==> config.mk <==
export PLATFORM = sky130hd
export DESIGN_NAME = cmp_out_channel
export DESIGN_NICKNAME = d
export VERILOG_FILES = /design/src/rtl/cmpch_pkg.sv /design/src/rtl/cmpch_value.sv /design/src/rtl/cmpch_ref.sv /design/src/rtl/cmpch_drive.sv /design/src/rtl/cmp_out_channel.sv
export SDC_FILE = /design/constraint.sdc
export NUM_CORES = 1
export LEC_CHECK = 0
export BUFFER_PORTS_ARGS = -buffer_cell sky130_fd_sc_hd__buf_2
export CAP_MARGIN = 25
export CORE_MARGIN = 2
export CORE_UTILIZATION = 34
export DETAILED_ROUTE_END_ITERATION = 12
export SETUP_SLACK_MARGIN = 0.2
export SLEW_MARGIN = 30
export SYNTH_ARGS = -nofsm -noshare
export SYNTH_HDL_FRONTEND = slang
export SYNTH_SLANG_ARGS = --single-unit
==> constraint.sdc <==
create_clock -name clk -period 3 [get_ports clk]
set_input_delay 0.45 -clock clk [delete_from_list [all_inputs] [get_ports clk]]
set_output_delay 0.45 -clock clk [all_outputs]
set_load 0.02 [all_outputs]
==> src/rtl/cmpch_pkg.sv <==
package cmpch_pkg;

  typedef enum logic [2:0] {
    OCM_FROZEN = 3'd0,
    OCM_SET    = 3'd1,
    OCM_CLR    = 3'd2,
    OCM_TOG    = 3'd3,
    OCM_LOW    = 3'd4,
    OCM_HIGH   = 3'd5,
    OCM_PWM_A  = 3'd6,
    OCM_PWM_B  = 3'd7
  } ocm_e;

  localparam int unsigned OCM_BITS = 3;

endpackage

==> src/rtl/cmpch_value.sv <==
module cmpch_value #(
  parameter int unsigned CW = 16
) (
  input  logic          clk,
  input  logic          rst,
  input  logic          wr,
  input  logic [CW-1:0] wdata,
  input  logic          preload_en,
  input  logic          upd_evt,
  output logic [CW-1:0] active_o
);

  logic [CW-1:0] shadow_q;
  logic [CW-1:0] active_q;

  always_ff @(posedge clk) begin
    if (rst) begin
      shadow_q <= '0;
      active_q <= '0;
    end else begin
      if (wr) shadow_q <= wdata;
      if (!preload_en) begin
        if (wr) active_q <= wdata;
      end else if (upd_evt) begin
        active_q <= shadow_q;
      end
    end
  end

  assign active_o = active_q;

  // unbuffered write reaches the active register one edge later
  p_direct_write_r2: assert property (@(posedge clk) disable iff (rst)
    (!preload_en && wr) |=> (active_o == $past(wdata)));

  // buffered mode never moves the active value without an update pulse
  p_hold_until_update_r3: assert property (@(posedge clk) disable iff (rst)
    (preload_en && !upd_evt) |=> $stable(active_o));

endmodule

==> src/rtl/cmpch_ref.sv <==
module cmpch_ref
  import cmpch_pkg::*;
#(
  parameter int unsigned CW = 16
) (
  input  logic                clk,
  input  logic                rst,
  input  logic [OCM_BITS-1:0] mode,
  input  logic [CW-1:0]       cnt,
  input  logic                down,
  input  logic [CW-1:0]       cmp,
  input  logic                flag_clr,
  output logic                ref_next_o,
  output logic                ref_o,
  output logic                flag_o
);

  logic ref_q, flag_q;
  logic hit, below, above, pwm_lvl;
  ocm_e m;

  always_comb begin
    m       = ocm_e'(mode);
    hit     = (cnt == cmp);
    below   = (cnt < cmp);
    above   = (cnt > cmp);
    pwm_lvl = down ? !above : below;
    case (m)
      OCM_FROZEN: ref_next_o = ref_q;
      OCM_SET:    ref_next_o = hit ? 1'b1 : ref_q;
      OCM_CLR:    ref_next_o = hit ? 1'b0 : ref_q;
      OCM_TOG:    ref_next_o = hit ? !ref_q : ref_q;
      OCM_LOW:    ref_next_o = 1'b0;
      OCM_HIGH:   ref_next_o = 1'b1;
      OCM_PWM_A:  ref_next_o = pwm_lvl;
      OCM_PWM_B:  ref_next_o = !pwm_lvl;
      default:    ref_next_o = ref_q;
    endcase
  end

  always_ff @(posedge clk) begin
    if (rst) begin
      ref_q  <= 1'b0;
      flag_q <= 1'b0;
    end else begin
      ref_q <= ref_next_o;
      if (hit)           flag_q <= 1'b1;
      else if (flag_clr) flag_q <= 1'b0;
    end
  end

  assign ref_o  = ref_q;
  assign flag_o = flag_q;

  // frozen mode leaves the reference alone
  p_frozen_hold_r4: assert property (@(posedge clk) disable iff (rst)
    (mode == OCM_FROZEN) |=> $stable(ref_o));

  // toggle on equality flips the level
  p_toggle_flip_r6: assert property (@(posedge clk) disable iff (rst)
    (mode == OCM_TOG && cnt == cmp) |=> (ref_o != $past(ref_o)));

  // forced high
  p_force_high_r7: assert property (@(posedge clk) disable iff (rst)
    (mode == OCM_HIGH) |=> ref_o);

  // first PWM form, up-counting below compare is active
  p_pwm_up_r8: assert property (@(posedge clk) disable iff (rst)
    (mode == OCM_PWM_A && !down && cnt < cmp) |=> ref_o);

  // second PWM form is inactive in the same situation
  p_pwm_inv_r9: assert property (@(posedge clk) disable iff (rst)
    (mode == OCM_PWM_B && !down && cnt < cmp) |=> !ref_o);

  // any equality leaves the flag set
  p_flag_set_r11: assert property (@(posedge clk) disable iff (rst)
    (cnt == cmp) |=> flag_o);

endmodule

==> src/rtl/cmpch_drive.sv <==
module cmpch_drive (
  input  logic clk,
  input  logic rst,
  input  logic ref_next,
  input  logic out_en,
  input  logic out_pol,
  output logic pin_o
);

  logic pin_q;

  always_ff @(posedge clk) begin
    if (rst) pin_q <= 1'b0;
    else     pin_q <= out_en ? (ref_next ^ out_pol) : out_pol;
  end

  assign pin_o = pin_q;

  // a disabled output sits at the inactive level after polarity
  p_disabled_level_r10: assert property (@(posedge clk) disable iff (rst)
    (!out_en) |=> (pin_o == $past(out_pol)));

endmodule

==> src/rtl/cmp_out_channel.sv <==
module cmp_out_channel
  import cmpch_pkg::*;
#(
  parameter int unsigned CW = 16
) (
  input  logic          clk,
  input  logic          rst,
  input  logic [CW-1:0] cnt_val,
  input  logic          cnt_down,
  input  logic          upd_evt,
  input  logic          cmp_wr,
  input  logic [CW-1:0] cmp_wdata,
  input  logic [2:0]    mode_sel,
  input  logic          preload_en,
  input  logic          out_en,
  input  logic          out_pol,
  input  logic          flag_clr,
  output logic          ref_o,
  output logic          pin_o,
  output logic          match_flag_o
);

  logic [CW-1:0] cmp_active;
  logic          ref_next;

  cmpch_value #(.CW(CW)) u_value (
    .clk        (clk),
    .rst        (rst),
    .wr         (cmp_wr),
    .wdata      (cmp_wdata),
    .preload_en (preload_en),
    .upd_evt    (upd_evt),
    .active_o   (cmp_active)
  );

  cmpch_ref #(.CW(CW)) u_ref (
    .clk        (clk),
    .rst        (rst),
    .mode       (mode_sel),
    .cnt        (cnt_val),
    .down       (cnt_down),
    .cmp        (cmp_active),
    .flag_clr   (flag_clr),
    .ref_next_o (ref_next),
    .ref_o      (ref_o),
    .flag_o     (match_flag_o)
  );

  cmpch_drive u_drive (
    .clk      (clk),
    .rst      (rst),
    .ref_next (ref_next),
    .out_en   (out_en),
    .out_pol  (out_pol),
    .pin_o    (pin_o)
  );

  // enabled pin tracks the reference through the polarity bit
  p_pin_follows_r10: assert property (@(posedge clk) disable iff (rst)
    (out_en) |=> (pin_o == (ref_o ^ $past(out_pol))));

  // flag is clear on the first cycle after reset with no prior match
  p_reset_clear_r1: assert property (@(posedge clk)
    rst |=> (!ref_o && !pin_o && !match_flag_o));

endmodule

==> flow_metrics.py <==
metrics = {
    "place": {
        "routabilityCongestion": 0.681,
        "port_buffers": 46,
        "hpwl_um": 3000,
        "placedCellCount": 328,
    },
    "clocking": {
        "cts.clk_slew.worst_paths_ns": 0.07,
        "cts-buffers-inserted": 5,
        "cts_resized": 0,
        "insertion_delay_ns": 0.28,
        "h-tree-depth": 2,
        "cts_tree": "yes",
        "ctsHoldBuffers": 0,
        "cts.sinks": 35,
        "post_cts.repair.setup_buffers": 0,
        "clk_path_buf_depth": 2,
        "cts_root_buffer": "clkbuf_8",
    },
    "global_route": {
        "grt_pass1_wl_um": 6410,
        "grt_max_degree": 38,
        "grt_util_all_layers": 0.126,
        "overflow": 0,
        "grt_pass1_vias": 1501,
        "antenna_found_initial": 0,
    },
    "cells_and_area": {
        "stdcell_count": 336,
        "final_common_cell": "buf_2",
        "syn2layout_area_growth_pct": 18.1,
        "layout_common_cells": "buf_2, nor2_1, dfxtp_1, mux2i_1, inv_1",
        "nNetsFinal": 322,
        "fillers": 613,
        "layout-drive-gt1-share": 0.257,
        "insertedDiodeCount": 0,
    },
    "synth": {
        "yosys.area.top_type_share": 0.347,
        "yosysTopAreaCell": "dfxtp_1",
        "synth.distinct_cells": 38,
        "synthTopCellsByArea": "dfxtp_1, mux2i_1, ha_1, a211oi_1, nor2_1",
        "yosysWarningCount": 0,
        "synth_seq_cells": 35,
        "ys_seq_area_frac": 0.347,
        "syn_nets": 279,
        "synth_area_sq_um": 2020,
        "synth.avg_cell_area_sq_um": 9.29,
        "syn_inst": 217,
    },
    "hold_path": {
        "hold_path.startpoint": "cmp_wdata[14]",
        "min_path_cells": 3,
        "hold_class": "in -> reg",
        "min_to": "u_value.shadow_q[14]$_SDFFE_PP0P_",
    },
    "power_and_ir_drop": {
        "leakage_nw": 1.09,
        "ir_drop_v": 0.000168,
        "power_density_nw_per_um2": 454,
    },
    "setup_path": {
        "crit_buf_inv": 2,
        "reg2reg_slack_ns": 0.45,
        "cp_cell_sequence": "inv_1 -> ha_1 -> nand4_2 -> nor2_2 -> nand4_1 -> ha_1 -> inv_1 -> a22o_1 -> a221oi_1 -> a31o_2 -> o21ai_0 -> nand3_1",
        "slowest_delay_ns": 0.38,
        "crit_family": "compound AO/OA/AOI/OAI gates",
        "required_ns": 3.22,
        "r2r_start": "u_value.active_o[14]$_SDFFE_PP0P_",
        "crit_cells": 12,
        "reg2regPathDepth": 12,
        "crit_arrival_ns": 2.77,
        "worst-setup-path-type": "reg -> reg",
        "crit_path_end_kind": "flip-flop",
        "critPathMaxFanout": 4,
        "r2r-end": "u_drive.pin_o$_SDFF_PP0_",
        "cpMaxStageDelayCell": "a221oi_1",
        "cp-start-kind": "flip-flop",
    },
    "drt": {
        "ant_nets": 0,
        "finalWirelength_um": 3870,
        "via_per_inst": 4.74,
        "remaining_drc_errors": 0,
        "wl_per_cell_um": 11.5,
        "firstDrtPassIters": 6,
        "dr.first_iter.drc_count": 26,
        "via_count": 1591,
    },
    "sta": {
        "final_hold_viol_count": 0,
        "rsz0062_at_grt": "false",
        "drv_slew": 0,
        "tns_ns": 0,
        "period_share": 0.849,
        "fin_crit_ns": 2.55,
        "skew_ns": 0.00591,
        "setup_viol": 0,
        "maxSlewHeadroom": 0.539,
        "fmax_ghz": 0.393,
        "tightest_slew_ns": 0.692,
    },
    "job": {
        "maxCapViolCount": 0,
    },
    "floorplan": {
        "fp.coreArea_sq_um": 5820,
        "dieArea_sq_um": 6560,
        "ioPinCount": 47,
        "fp-row-count": 28,
        "die_h_um": 81.0,
        "die_x_um": 81.0,
        "start_util": 0.347,
    },
    "run_status": {
        "status": "finished clean",
    },
}
## final cells by class
| type | instances | area (sq um) | area share |
|---|---|---|---|
| clock buffer | 7 | 76.3 | 0.0320 |
| clock inverter | 1 | 5.00 | 0.00210 |
| inverter | 21 | 78.8 | 0.0331 |
| multi-input combinational | 150 | 1190 | 0.499 |
| sequential | 35 | 701 | 0.294 |
| tap | 75 | 93.8 | 0.0394 |
| timing repair buffer | 47 | 238 | 0.0998 |
## cells by family (layout without fill, tap and decap cells)
logic type               after synthesis  count (layout)  share of synthesized area
AND/OR/NAND/NOR                       59              59                      0.164
AO/OA/AOI/OAI                         40              40                      0.150
multiplexers                          33              33                      0.164
buffers and inverters                 32              76                     0.0627
adder cells (fa/ha/maj)               18              18                      0.112
flip-flops                            35              35                      0.347
## registers in the layout, indices dropped and copies added (netlist names)
| signal | cells |
|---|---|
| u_drive.pin_o | 1 |
| u_ref.flag_o | 1 |
| u_ref.ref_o | 1 |
| u_value.active_o | 16 |
| u_value.shadow_q | 16 |
## power breakdown
group / internal [W] / switching, W
Combinational: 0.000110 / 0.000130
Clock: 0.000163 / 0.000163
Sequential: 0.000499 / 0.0000162
Total: 0.000772 / 0.000309
## worst reg2reg max path, delay by kind of cell (launching register included)
kind	cells	cell delay, ns
AO/OA/AOI/OAI	4	0.82
adder cells (fa/ha/maj)	2	0.65
buffers and inverters	2	0.08
flip-flops	1	0.33
AND/OR/NAND/NOR	4	0.59
## metrics by stage
stage	hold WS (ns)	util	area (sq um)	power (W)	worst slack [ns]
6_report	0.416	0.410	2380	0.00108	0.453
5_1_grt	0.421	0.410	2380	0.00116	0.210
4_1_cts	0.410	0.410	2380	0.00110	0.416
3_5_place_dp	0.469	0.396	2300	0.000770	0.248
3_3_place_gp	0.472	0.396	2300	0.000764	0.325
2_1_floorplan	0.460	-	2020	0.000702	0.570
## metal layers
metal	track usage	share of wire	routed length, um
met5	0	0	0
met2	0.202	0.44	1720
met3	0.0344	0.054	208
met1	0.162	0.49	1910
met4	0.0458	0.0090	35
## synthesized netlist by cell type
cell type   n
nor2_1     35
a221oi_2    1
o21ai_2     1
a211oi_1   18
and3_2      1
inv_1      21
o21ai_1     1
a22o_1      2
and4_2      1
dfxtp_1    35
mux2_2      1
a21o_1      1
o221ai_2    1
a211oi_2    1
nor4b_1     1
nor4_4      1
buf_2       5
a21oi_1     9
a221oi_1    1
nor4_1      1
a2111o_1    1
nand4_1     2
nand2b_4    1
o21ai_0     1
ha_1       18
a31o_2      1
nor3_1      1
o21bai_1    1
clkbuf_1    5
buf_1       1
nand2_1     5
nand3_1     3
nand2b_1    2
mux2i_1    32
nand4_2     1
nor2b_1     1
nor2_2      1
nand4_4     2
## worst max path at each step
stage	start	endpoint	slack, ns
2_1_floorplan	cnt_val[15]	u_drive.pin_o$_SDFF_PP0_	0.57
6_report	u_value.active_o[14]$_SDFFE_PP0P_	u_drive.pin_o$_SDFF_PP0_	0.45
3_5_place_dp	cnt_val[14]	u_drive.pin_o$_SDFF_PP0_	0.25
3_3_place_gp	cnt_val[15]	u_drive.pin_o$_SDFF_PP0_	0.32
5_1_grt	u_value.active_o[14]$_SDFFE_PP0P_	u_drive.pin_o$_SDFF_PP0_	0.21
4_1_cts	u_value.active_o[14]$_SDFFE_PP0P_	u_drive.pin_o$_SDFF_PP0_	0.42
Power figures use the tool's default switching activity.
